===== config.mk =====
export PLATFORM = sky130hd
export DESIGN_NAME = sync_pulse_timer
export DESIGN_NICKNAME = d
export VERILOG_FILES = /design/src/rtl/spt_pkg.sv /design/src/rtl/spt_prescaler.sv /design/src/rtl/spt_counter.sv /design/src/rtl/spt_outcmp.sv /design/src/rtl/sync_pulse_timer.sv
export SDC_FILE = /design/constraint.sdc
export NUM_CORES = 1
export LEC_CHECK = 0
export BUFFER_PORTS_ARGS = -buffer_cell sky130_fd_sc_hd__buf_2
export CORE_MARGIN = 2
export CORE_UTILIZATION = 59
export CTS_CLUSTER_SIZE = 8
export DETAILED_ROUTE_END_ITERATION = 12
export HOLD_SLACK_MARGIN = 0.08
export PLACE_DENSITY_LB_ADDON = 0.25
export SYNTH_ARGS = -nofsm -noshare
export SYNTH_HDL_FRONTEND = slang
export SYNTH_SLANG_ARGS = --single-unit

===== constraint.sdc =====
create_clock -name clk_i -period 4.5 [get_ports clk_i]
set_clock_uncertainty 0.2 [all_clocks]
set_input_delay 1.35 -clock clk_i [delete_from_list [all_inputs] [get_ports clk_i]]
set_output_delay 1.35 -clock clk_i [all_outputs]
set_load 0.05 [all_outputs]

===== src/rtl/spt_pkg.sv =====
package spt_pkg;
   // Clamp a requested prescale shift to the largest one built.
   function automatic int unsigned clamp_shift(int unsigned req, int unsigned max_sh);
      return (req > max_sh) ? max_sh : req;
   endfunction
endpackage


===== src/rtl/spt_prescaler.sv =====
module spt_prescaler #(
   parameter int MAX_SHIFT = 10,
   parameter int SEL_W     = 4
) (
   input  logic             clk_i,
   input  logic             rst_i,
   input  logic [SEL_W-1:0] sel_i,
   output logic             tick_o
);
   localparam int PRE_W = (MAX_SHIFT > 0) ? MAX_SHIFT : 1;
   localparam int SH_W  = $clog2(MAX_SHIFT + 1) > 0 ? $clog2(MAX_SHIFT + 1) : 1;

   logic [PRE_W-1:0]   pre_q;
   logic [MAX_SHIFT:0] tick_opt;
   logic [SH_W-1:0]    shift_eff;

   always_ff @(posedge clk_i) begin
      if (rst_i) pre_q <= '0;
      else       pre_q <= pre_q + 1'b1;
   end

   // One candidate tick per divide ratio: all low bits at one.
   for (genvar k = 0; k <= MAX_SHIFT; k++) begin : g_opt
      if (k == 0) begin : g_div1
         assign tick_opt[k] = 1'b1;
      end else begin : g_divn
         assign tick_opt[k] = &pre_q[k-1:0];
      end
   end

   always_comb begin
      shift_eff = SH_W'(spt_pkg::clamp_shift(int'(unsigned'(sel_i)), MAX_SHIFT));
      tick_o    = tick_opt[shift_eff];
   end
endmodule


===== src/rtl/spt_counter.sv =====
module spt_counter #(
   parameter int CNT_W = 16
) (
   input  logic             clk_i,
   input  logic             rst_i,
   input  logic             tick_i,
   input  logic [CNT_W-1:0] top_i,
   input  logic [CNT_W-1:0] width_i,
   output logic [CNT_W-1:0] cnt_o,
   output logic [CNT_W-1:0] top_o,
   output logic [CNT_W-1:0] width_o,
   output logic             loaded_o,
   output logic             wrap_o
);
   logic [CNT_W-1:0] cnt_q, top_act, wid_act;
   logic             loaded_q, wrap_q;
   logic [CNT_W-1:0] top_eff, wid_eff;

   // Before the first capture the live inputs stand in for the working values.
   always_comb begin
      top_eff = loaded_q ? top_act : top_i;
      wid_eff = loaded_q ? wid_act : width_i;
   end

   always_ff @(posedge clk_i) begin
      if (rst_i) begin
         cnt_q    <= '0;
         top_act  <= '0;
         wid_act  <= '0;
         loaded_q <= 1'b0;
         wrap_q   <= 1'b0;
      end else begin
         wrap_q <= 1'b0;
         if (!loaded_q) begin
            loaded_q <= 1'b1;
            top_act  <= top_i;
            wid_act  <= width_i;
         end
         if (tick_i) begin
            if (cnt_q == top_eff) begin
               cnt_q   <= '0;
               top_act <= top_i;
               wid_act <= width_i;
               wrap_q  <= 1'b1;
            end else begin
               cnt_q <= cnt_q + 1'b1;
            end
         end
      end
   end

   assign cnt_o    = cnt_q;
   assign top_o    = top_eff;
   assign width_o  = wid_eff;
   assign loaded_o = loaded_q;
   assign wrap_o   = wrap_q;
endmodule


===== src/rtl/spt_outcmp.sv =====
module spt_outcmp #(
   parameter int CNT_W = 16
) (
   input  logic [CNT_W-1:0] cnt_i,
   input  logic [CNT_W-1:0] width_i,
   input  logic             invert_i,
   output logic             sync_o
);
   logic active;
   always_comb begin
      active = (cnt_i <= width_i);
      sync_o = active ^ invert_i;
   end
endmodule


===== src/rtl/sync_pulse_timer.sv =====
module sync_pulse_timer #(
   parameter int CNT_W     = 16,
   parameter int MAX_SHIFT = 10,
   parameter int SEL_W     = 4
) (
   input  logic             clk_i,
   input  logic             rst_i,
   input  logic [SEL_W-1:0] presc_sel_i,
   input  logic [CNT_W-1:0] top_i,
   input  logic [CNT_W-1:0] width_i,
   input  logic             invert_i,
   output logic             sync_o,
   output logic             ovf_o
);
   if (CNT_W < 1) begin : g_bad_cnt
      $error("CNT_W must be at least 1");
   end
   if (MAX_SHIFT < 0 || MAX_SHIFT > 30) begin : g_bad_shift
      $error("MAX_SHIFT must lie in 0..30");
   end
   if ((2 ** SEL_W) <= MAX_SHIFT) begin : g_bad_sel
      $error("SEL_W too narrow to code MAX_SHIFT");
   end

   logic             tick;
   logic [CNT_W-1:0] cnt_q, top_act, wid_act;
   logic             loaded;

   spt_prescaler #(.MAX_SHIFT(MAX_SHIFT), .SEL_W(SEL_W)) u_pre (
      .clk_i (clk_i),
      .rst_i (rst_i),
      .sel_i (presc_sel_i),
      .tick_o(tick)
   );

   spt_counter #(.CNT_W(CNT_W)) u_cnt (
      .clk_i   (clk_i),
      .rst_i   (rst_i),
      .tick_i  (tick),
      .top_i   (top_i),
      .width_i (width_i),
      .cnt_o   (cnt_q),
      .top_o   (top_act),
      .width_o (wid_act),
      .loaded_o(loaded),
      .wrap_o  (ovf_o)
   );

   spt_outcmp #(.CNT_W(CNT_W)) u_cmp (
      .cnt_i   (cnt_q),
      .width_i (wid_act),
      .invert_i(invert_i),
      .sync_o  (sync_o)
   );
endmodule


==> run summary <==
Run status: finished, violations left
Failing checks: negative setup slack
CTS Buf Count: 9
Combinational power share: 17.5%
Height of the die: 85.6 um
Ys flop type: dfxtp_1
Worst Setup EP: sync_o
Final Setup Violations: 1
Post-Syn Instances: 472
Final net count: 568
Setup Crit Path Kind: in -> out
Initial core utilization: 61.6%
Unrepaired setup endpoints after global routing: yes
Peak supply drop: 307 uV
Gr ovfl total: 0
Largest net degree at the start of global routing: 53
Chip Width: 85.6 um
Sw Pwr: 354 uW
Final hold vios: 0
Synth warn: 0
Via density: 6.44
Area after DPL: 0.00418 sq mm
Multi-input logic area: 0.00270 sq mm
Flop-to-flop setup slack: 1110 ps
Slew of the pin with the lowest slew margin: 812 ps
Root buffer cell: clkbuf_8
Most frequent cell on the critical path: buf_6
Post-synth cell types: 48
Minimum clock period after layout: 4620 ps
Pre-CTS setup slack: -291 ps
Sequential share of power: 44.7%
Crit path cell chain: buf_6 -> mux2i_4 -> ha_4 -> nor2b_4 -> o21a_1 -> o211ai_1 -> a211oi_2 -> o21ai_4 -> xor2_4 -> buf_6
Max stage delay on crit path: 240 ps
PortBufs: 40
Full die area: 0.00733 sq mm
Clock Path Buffers: 2
Vias: 3802
Setup tns final: -122 ps
Syn avg cell area: 8.33 sq um
DRC Markers: 0
Initial antenna violation count: 0
Reg-to-Reg Start: u_cnt.loaded_o$_DFF_P_
Internal power: 935 uW
Register area share after synthesis: 30.5%
Critical Path AT: 3070 ps
CP Capture Type: output port
Diodes inserted: 0
Power Dens Cells: 278 mW/mm^2
Maximum achievable frequency: 0.216 GHz
Most frequent cells in the layout: 59 x dfxtp_1, 55 x nand2_1, 34 x buf_2
Layout filler cell count: 490
Final GP Congestion: 0.848
Row count: 29
Async set-reset flop share out of synthesis: 0%
Synthesized flop and latch total: 60
Clk Latency, worst-skew pair: 350 ps
Clock power frac: 37.9%
Vias in the first global route: 3565
CTS tree: done
Post-synth top area share: 30.5%
Number of hold buffers added after cts: 0
Final WL: 10.0 mm
CP Launch Type: input port
Rel. slew slack: 45.8%
Biggest area consumer among synthesized cells: dfxtp_1
Reg clk slew, reported paths: 70 ps
Final period utilization: 103%
Global-route wire length before repair: 16.6 mm
CP Launch Point: width_i[1]
Syn_nets: 532
Worst Path Max Fanout: 2
Core area: 0.00639 sq mm
Switching Share: 27.4%
RR Endpoint: u_cnt.wid_act[8]$_SDFF_PP0_
Share of layout cells above drive strength 1: 23.0%
Reg area: 0.00120 sq mm
Post-route ant nets: 0
# Max-Cap Violations: 0
Post-synth EDFFs: 0
Avg WL per Cell: 17.0 um
Count of TritonRoute iterations in the first routing pass: 5
Worst setup margin: -122 ps
Slew Viols, Final: 0
H-tree depth: 3
Hold Crit Class: reg -> reg
# clock sinks: 60
Area Overhead vs Synth: 17.8%
Drt initial violations: 332
DPL Wire Length: 6.21 mm
R2R depth: 7
Leak: 1.82 nW
IO Pins: 41
Leading cell type in the layout, fill and taps excluded: dfxtp_1
Final Instance Area: 0.00463 sq mm
Slowest cell on crit path: ha_4
Largest cells by area after synthesis: dfxtp_1 31%, mux2i_1 8.1%, ha_1 6.7%, nand2_1 5.2%, o311ai_0 3.8%
CP required: 2950 ps
Cell Area, Synth: 0.00393 sq mm
Global Route Usage Sum: 27.8%
[worst min path at each step]
stage | from | end | depth (start not counted)
6_report | u_pre.pre_q[0]$_SDFF_PP0_ | u_pre.pre_q[0]$_SDFF_PP0_ | 1
5_1_grt | u_pre.pre_q[0]$_SDFF_PP0_ | u_pre.pre_q[0]$_SDFF_PP0_ | 1
4_1_cts | u_pre.pre_q[0]$_SDFF_PP0_ | u_pre.pre_q[0]$_SDFF_PP0_ | 1
3_5_place_dp | u_pre.pre_q[0]$_SDFF_PP0_ | u_pre.pre_q[0]$_SDFF_PP0_ | 1
3_3_place_gp | u_pre.pre_q[0]$_SDFF_PP0_ | u_pre.pre_q[0]$_SDFF_PP0_ | 1
2_1_floorplan | u_pre.pre_q[0]$_SDFF_PP0_ | u_pre.pre_q[0]$_SDFF_PP0_ | 1
[per-layer routing]
metal | share of wire [%] | global-route usage, %
met4 | 2.0 | 10.2
met1 | 44 | 37.1
met5 | 0 | 0
met3 | 6.1 | 5.87
met2 | 48 | 44.6
[critical path, delay by kind of cell]
family	cells	cell delay, ps
compound gates	4	750
xor+xnor	1	150
fa+ha+maj	1	240
buf+inv	2	270
mux	1	180
simple gates	1	120
[flip-flops by register name (all words and copies together) (netlist names)]
signal,count
u_cnt.cnt_o,16
u_cnt.loaded_o,1
u_cnt.top_act,16
u_cnt.wid_act,16
u_cnt.wrap_o,1
u_pre.pre_q,10
[layout make-up]
type | count | area share [%]
clock buffer | 12 | 3.13
inverter | 5 | 0.405
sequential | 60 | 26.0
clock inverter | 4 | 1.05
tap | 77 | 2.08
multi-input combinational | 368 | 58.3
timing repair buffer | 64 | 9.02
[what timing repair did]
item,CTS,global route
pin swaps,6,15
setup endpoints to repair,1,1
resized for setup,6,34
buffers inserted,4,4
[through the flow]
stage | power (mW) | instances | hold WS [ps] | util, %
2_1_floorplan | 0.713 | 472 | 230 | -
3_3_place_gp | 0.766 | 566 | 250 | 65.5
3_5_place_dp | 0.775 | 566 | 266 | 65.5
4_1_cts | 1.27 | 586 | 282 | 69.3
5_1_grt | 1.34 | 590 | 321 | 72.5
6_report | 1.29 | 590 | 284 | 72.5
[power by group through the flow]
| stage | clock [mW] | sequential, mW | combinational (mW) |
|---|---|---|---|
| detailed placement | 0 | 0.584 | 0.191 |
| global route | 0.515 | 0.578 | 0.246 |
| global placement | 0 | 0.583 | 0.184 |
| floorplan | 0 | 0.576 | 0.137 |
| finish | 0.488 | 0.576 | 0.225 |
| CTS | 0.495 | 0.572 | 0.198 |
[cells by family (layout without fill, tap and decap cells)]
logic type	after synthesis	count (layout)	synth area share [%]
multiplexers	34	34	8.72
XOR/XNOR	20	20	4.45
buffers and inverters	44	85	5.38
AO/OA/AOI/OAI	86	86	15.5
adder cells (fa/ha/maj)	21	21	6.68
AND/OR/NAND/NOR	207	207	28.7
flip-flops	60	60	30.5
[synthesized netlist by cell type (all sizes together) (4+ instances only)]
| cell | instances |
|---|---|
| or4 | 4 |
| xnor2 | 17 |
| and3 | 19 |
| inv | 5 |
| clkbuf | 22 |
| buf | 17 |
| nand4 | 17 |
| or4b | 4 |
| mux2i | 32 |
| nor2 | 18 |
| a21oi | 27 |
| ha | 21 |
| o311ai | 18 |
| nand2 | 56 |
| nor3 | 21 |
| nor3b | 18 |
| o21ai | 8 |
| nand3 | 25 |
| or3 | 4 |
| a211oi | 17 |
| nor2b | 7 |
| nor4 | 7 |
| dfxtp | 60 |
(Power assumes the default switching activity.)
